--- config.mk ---
export PLATFORM = sky130hd
export DESIGN_NAME = sgnx_unit
export DESIGN_NICKNAME = d
export VERILOG_FILES = /design/src/rtl/sgnx_pkg.sv /design/src/rtl/sgnx_rst_sync.sv /design/src/rtl/sgnx_lane.sv /design/src/rtl/sgnx_lane_array.sv /design/src/rtl/sgnx_out_stage.sv /design/src/rtl/sgnx_unit.sv
export SDC_FILE = /design/constraint.sdc
export NUM_CORES = 2
export LEC_CHECK = 0
export BUFFER_PORTS_ARGS = -buffer_cell sky130_fd_sc_hd__buf_2
export CELL_PAD_IN_SITES_DETAIL_PLACEMENT = 1
export CELL_PAD_IN_SITES_GLOBAL_PLACEMENT = 1
export CORE_AREA = 4 4 597 599
export CTS_CLUSTER_SIZE = 12
export DETAILED_ROUTE_END_ITERATION = 12
export DIE_AREA = 0 0 601 603
export HOLD_SLACK_MARGIN = 0.02
export PLACE_DENSITY = 0.4
export SYNTH_ARGS = -nofsm -noshare
export SYNTH_HDL_FRONTEND = slang
export SYNTH_SLANG_ARGS = --single-unit
--- constraint.sdc ---
create_clock -name clk -period 42.5 [get_ports clk]
set_clock_uncertainty 0.15 [all_clocks]
set_input_delay 4.25 -clock clk [delete_from_list [all_inputs] [get_ports clk]]
set_output_delay 4.25 -clock clk [all_outputs]
set_load 0.005 [all_outputs]
--- src/rtl/sgnx_pkg.sv ---
package sgnx_pkg;
  localparam int NARROW_W = 16;
  localparam int WIDE_W   = 32;

  typedef struct packed {
    logic wide;
    logic sat;
  } sgnx_mode_t;
endpackage

--- src/rtl/sgnx_rst_sync.sv ---
module sgnx_rst_sync #(
  parameter int STAGES = 2
) (
  input  logic clk,
  input  logic rst_n,
  output logic rst_core_n
);
  logic [STAGES-1:0] sync_q;
  logic [STAGES-1:0] sync_nxt;

  always_comb begin
    sync_nxt = {sync_q[STAGES-2:0], 1'b1};
  end

  always_ff @(posedge clk or negedge rst_n) begin
    if (!rst_n) begin
      sync_q <= '0;
    end else begin
      sync_q <= sync_nxt;
    end
  end

  assign rst_core_n = sync_q[STAGES-1];
endmodule

--- src/rtl/sgnx_lane.sv ---
module sgnx_lane #(
  parameter int LANE_W = 16
) (
  input  logic              neg_sel,
  input  logic              sat_en,
  input  logic [LANE_W-1:0] mag,
  output logic [LANE_W-1:0] res
);
  localparam logic [LANE_W-1:0] MIN_V = {1'b1, {(LANE_W-1){1'b0}}};
  localparam logic [LANE_W-1:0] MAX_V = ~MIN_V;
  localparam logic [LANE_W-1:0] ONE_V = {{(LANE_W-1){1'b0}}, 1'b1};

  logic [LANE_W-1:0] negated;
  logic              at_min;

  always_comb begin
    negated = (~mag) + ONE_V;
    at_min  = (mag == MIN_V);
    if (!neg_sel) begin
      res = mag;
    end else if (sat_en && at_min) begin
      res = MAX_V;
    end else begin
      res = negated;
    end
  end
endmodule

--- src/rtl/sgnx_lane_array.sv ---
module sgnx_lane_array #(
  parameter int VEC_W  = 512,
  parameter int LANE_W = 16
) (
  input  logic [VEC_W-1:0] a_vec,
  input  logic [VEC_W-1:0] b_vec,
  input  logic             sat_en,
  output logic [VEC_W-1:0] y_vec
);
  localparam int N_LANES = VEC_W / LANE_W;

  logic unused_a_bits;
  assign unused_a_bits = ^a_vec;

  for (genvar gi = 0; gi < N_LANES; gi++) begin : g_lane
    sgnx_lane #(.LANE_W(LANE_W)) u_lane (
      .neg_sel (a_vec[gi*LANE_W + LANE_W - 1]),
      .sat_en  (sat_en),
      .mag     (b_vec[gi*LANE_W +: LANE_W]),
      .res     (y_vec[gi*LANE_W +: LANE_W])
    );
  end
endmodule

--- src/rtl/sgnx_out_stage.sv ---
module sgnx_out_stage #(
  parameter int DATA_W = 512
) (
  input  logic              clk,
  input  logic              rst_n,
  input  logic              load,
  input  logic [DATA_W-1:0] d,
  output logic              q_valid,
  output logic [DATA_W-1:0] q
);
  logic              valid_q;
  logic              valid_nxt;
  logic [DATA_W-1:0] data_q;
  logic [DATA_W-1:0] data_nxt;

  always_comb begin
    valid_nxt = load;
    data_nxt  = load ? d : data_q;
  end

  always_ff @(posedge clk or negedge rst_n) begin
    if (!rst_n) begin
      valid_q <= 1'b0;
      data_q  <= '0;
    end else begin
      valid_q <= valid_nxt;
      data_q  <= data_nxt;
    end
  end

  assign q_valid = valid_q;
  assign q       = data_q;
endmodule

--- src/rtl/sgnx_unit.sv ---
module sgnx_unit
  import sgnx_pkg::*;
#(
  parameter int VEC_W = 512
) (
  input  logic             clk,
  input  logic             rst_n,
  input  logic             in_valid,
  input  logic             in_wide,
  input  logic             in_sat,
  input  logic [VEC_W-1:0] in_a,
  input  logic [VEC_W-1:0] in_b,
  output logic             out_valid,
  output logic [VEC_W-1:0] out_data
);
  localparam int N_NARROW = VEC_W / NARROW_W;
  localparam int N_WIDE   = VEC_W / WIDE_W;

  logic             rst_core_n;
  sgnx_mode_t       mode;
  logic [VEC_W-1:0] res_narrow;
  logic [VEC_W-1:0] res_wide;
  logic [VEC_W-1:0] res_sel;

  sgnx_rst_sync #(.STAGES(2)) u_rst (
    .clk        (clk),
    .rst_n      (rst_n),
    .rst_core_n (rst_core_n)
  );

  assign mode = '{wide: in_wide, sat: in_sat};

  sgnx_lane_array #(.VEC_W(N_NARROW * NARROW_W), .LANE_W(NARROW_W)) u_narrow (
    .a_vec  (in_a),
    .b_vec  (in_b),
    .sat_en (mode.sat),
    .y_vec  (res_narrow)
  );

  sgnx_lane_array #(.VEC_W(N_WIDE * WIDE_W), .LANE_W(WIDE_W)) u_wide (
    .a_vec  (in_a),
    .b_vec  (in_b),
    .sat_en (mode.sat),
    .y_vec  (res_wide)
  );

  always_comb begin
    res_sel = mode.wide ? res_wide : res_narrow;
  end

  sgnx_out_stage #(.DATA_W(VEC_W)) u_out (
    .clk     (clk),
    .rst_n   (rst_core_n),
    .load    (in_valid),
    .d       (res_sel),
    .q_valid (out_valid),
    .q       (out_data)
  );
endmodule

# After elaboration in Yosys (flattened, before gate mapping)
# Cells that the tools add are included.
# word_totals
register_bits,515
in_bits,1029
# op_classes
n_addsub,48
eq_ne,48
muxes,97
n_bitwise,48
n_reduce_logical,48
# ops
operator,count
$mux W16,64
$mux W32,32
$add A16 B1 Y16 const B,32
$add A32 B1 Y32 const B,16
$eq A16 B16 Y1 const B,32
$eq A32 B32 Y1 const B,16
$mux W512,1
$not A16 Y16,32
$not A32 Y32,16
$logic_and A1 B1 Y1,48

# Depth between registers and ports, before layout
# depth
word_depth,5
depth_mapped,10
ltp_nobuf,8

# Modules after synthesis
# From an unflattened synthesis, not the netlist that was laid out.
# hier_totals
cells_unflattened,6262
hier_area_um2,55156.6
# modules_own_cells
mod,n_inst,cells_each,area_per_inst_um2,seq_area_each_um2
sgnx_out_stage,1,1082,19246.0,12837.3
sgnx_lane at u_wide.g_lane[0].u_lane ...,16,150,929.6,0.0
sgnx_lane at u_narrow.g_lane[0].u_lane ...,32,69,455.4,0.0
sgnx_unit,1,569,6408.6,0.0
sgnx_rst_sync,1,3,53.8,50.0

# Worst setup path after synthesis
# No wires, ideal clock.
# synth_path
kind,in2reg
startpoint,in in_b[177]
endpoint,"reg u_out.data_q[167], in the netlist u_out.q[167]"
setup_time_ns,0.082
arrival_time_ns,6.398
required_time_ns,42.268
setup_slack_ns,35.870
path_stages,8
path_cell_list,inv_1 ha_1 nor4b_1 nand4_1 or4_1 o21ai_0 a21oi_1 a31oi_1
# synth_between
elab_chain_cells,5
# synth_rtl
item,line_no,rtl
"start, declared",sgnx_unit.sv:12,"input logic [VEC_W-1:0] in_b,"
$eq A32 B32 Y1,sgnx_lane.sv:18,at_min = (mag == MIN_V);
$logic_and A1 B1 Y1,sgnx_lane.sv:21,end else if (sat_en && at_min) begin
$mux W32,sgnx_lane.sv:21,
$mux W32,sgnx_lane.sv:19,if (!neg_sel) begin
$mux W512,sgnx_unit.sv:48,res_sel = mode.wide ? res_wide : res_narrow;
"end signal, assigned",sgnx_out_stage.sv:27,data_q <= data_nxt;
"end, declared",sgnx_out_stage.sv:13,logic [DATA_W-1:0] data_q;
# Every way passes these cells.
# A chain may end at the register's enable or synchronous reset.

==> impl_metrics.ini <==
[logic_synthesis]
yosysWarnings = 0
synth_compound_area_share_pct = 31.4
ys_seq_area_share_pct = 30.5
synth_edf_count = 0
synth_cell_types = 105
synth_most_common_cell = nor2_1
ys_async_sr_fraction_pct = 100
synthSimpleGateAreaFrac_pct = 25.6
synth_area_sq_mm = 0.0423
synth_top_flop_cell = dfrtp_1
synthCells = 5564
synth_xor_area_share_pct = 4.08
yosys.area.top_type = dfrtp_1
synth_mux_area_share_pct = 2.11
synth_top_area_share_pct = 30.5
synth_top_family_by_area = compound AO/OA/AOI/OAI gates
syn_nets = 6626
synth_area_per_cell_sq_um = 7.60
synthTopCellsByCount = nor2_1, dfrtp_1, o21ai_0
synth_area_leaders = dfrtp_1, o21ai_0, nor2_1
synth_fa_ha_area_share_pct = 0.977
ys_seq_elements = 515

[clocking]
cts.sinks = 515
clock_path_buffers = 4
clockRootBuffer = clkbuf_16
clk_pin_slew_ns = 0.06
cts_made_buffers = 91
cts_tree = yes
cts_resized = 0
h-tree-depth = 3
cts.hold.buffers_added = 0
clk_latency_ns = 0.80
cts_setup_buffers = 0

[critical_path]
cp_slowest_stage_delay_ns = 0.66
crit_path_cell_trace = buf_8, buf_4, buf_4, buf_12, buf_4, buf_4, nand2_1, a221oi_1, a311o_1
path_common_cell = buf_4
critical_path_class = input pin to flop
slowest_stage = buf_4
crit_path_start_kind = input pin
crit_arrival_ns = 8.60
crit_path_end_kind = flop
crit_fanout = 94
worst-endpoint-required_ns = 43.09

[sta]
drv_slew = 0
max_freq_mhz = 125
rsz0062_at_grt = no
relSlewSlack_pct = 12.2
fin_crit_ns = 8.02
tightestPinTransition_ns = 1.31
tns_ns = 0
final_hold_viol_count = 0
period_share_pct = 18.9
setup_viol = 0
fin_hold_ws_ns = 0.119

[route]
drcViolationCount = 0
wl_um = 303000
drt-vias-per-instance = 4.55
dr_total_vias = 50700
drtIter0Drc = 3242
wl_per_cell_um = 27.2
antenna_left = 0
first_pass_iters = 5

[global_route]
grt_pass1_vias = 51900
gr-total-overflow = 0
grt_pass1_wl_um = 424000
top_usage_layer = met2
grt.met2_usage_pct = 25.2
grt_use_met3_pct = 6.35
grt_use_met1_pct = 20.0
track_usage_pct = 16.0
antenna_found_initial = 214
grt_max_degree = 126

[power_and_ir_drop]
clock_power_share_pct = 44.3
ir_drop_mv = 0.0281
p_int_mw = 1.22
seqPwrFrac_pct = 31.4
combPwrFrac_pct = 24.3
p_leak_nw = 20.8
switchingPower_uw = 665
swShare_pct = 35.3
p_per_area_mw_per_mm2 = 33.7

[die]
die_w_um = 601
core-area_sq_mm = 0.351
io_pins = 1542
start_util_pct = 12.0
die_h_um = 603
dieArea_sq_mm = 0.362
row_count = 218

[place]
dp_hpwl_um = 238000
io_buffer_count = 1061
place.gp.congestion = 0.851

[final_layout]
multi_input_area_sq_mm = 0.0272
syn2layout_area_growth_pct = 32.2
nNetsFinal = 7435
drive_gt1_share_pct = 22.2
regArea_sq_mm = 0.0129
fill_cells = 42200

[status]
status = complete, no violations

[hold_path]
hold_class = flop to asynchronous set/reset pin

[run]
drv_cap = 0
==> power by group through the flow <==
stage	clock network (mW)	logic [mW]	registers, mW
final	0.834	0.457	0.590
after global routing	0.886	0.505	0.598
after CTS	0.872	0.467	0.592
after detailed placement	0	0.465	0.600
after global placement	0	0.462	0.598
after floorplan	0	0.190	0.599
==> sequential cells by signal, indices dropped and copies added (netlist names) <==
name           flops
u_out.q          512
u_out.q_valid      1
u_rst.sync_q       2
==> final timing paths <==
path	from	to	slack, ns	cells after the start
max	in_valid	u_out.q[23]	34.48	9
max in group asynchronous	rst_n	u_rst.sync_q[1]	39.02	1
max reg2reg	u_rst.sync_q[1]	u_out.q[141]	39.19	3
min reg2reg	u_rst.sync_q[1]	u_out.q[222]	0.12	0
min in group clk	u_rst.sync_q[0]	u_rst.sync_q[1]	0.20	0
min	u_rst.sync_q[1]	u_out.q[222]	0.12	0
==> per-stage QoR <==
| step | setup WS [ns] | cell area, sq um | std cells | power [mW] | util, % |
|---|---|---|---|---|---|
| after global routing | 34.33 | 55700 | 11100 | 1.99 | 15.9 |
| final | 34.48 | 55900 | 11200 | 1.88 | 15.9 |
| after detailed placement | 33.70 | 52400 | 10900 | 1.06 | 14.9 |
| after floorplan | 26.93 | 42300 | 5564 | 0.789 | - |
| after global placement | 33.67 | 52400 | 10900 | 1.06 | 14.9 |
| after CTS | 34.59 | 55600 | 11100 | 1.93 | 15.8 |
==> cell families after synthesis <==
group | Yosys count
other cells | 1
buf+inv | 599
xor+xnor | 197
fa+ha+maj | 33
mux | 85
flops | 515
simple gates | 2149
compound gates | 1985
==> cell type report <==
class / instances / share of cell area, %
diodes: 92 / 0.412
repair buffers: 1133 / 10.6
multi-input cells: 4450 / 48.6
clock buffers: 132 / 4.89
flip-flops and latches: 515 / 23.1
clock inverters: 29 / 0.860
well taps: 4620 / 10.3
inverters: 182 / 1.24
==> metal layers <==
layer	up-vias	part of all wire [%]
met5	-	0.21
met4	98	3.4
met3	567	9.2
met2	1649	44
met1	25500	43
li1	22900	-
==> layout by cell type, fill, tap and decap left out, types with 116 or more instances in the layout <==
master,n
nor2_1,582
a31oi_1,218
dfrtp_1,514
nand2_1,466
nand3_1,199
a21oi_1,382
xnor2_1,125
buf_2,1058
o221ai_1,139
nor3_1,225
inv_1,173
or3_1,116
o21ai_0,468
==> worst max-delay path: cells and delay by family <==
kind | cells | cell delay (ns)
and+or+nand+nor | 1 | 0.40
AOI/OAI and AO/OA | 2 | 0.56
buffers and inverters | 6 | 3.07
Power figures use the tool's default switching activity.
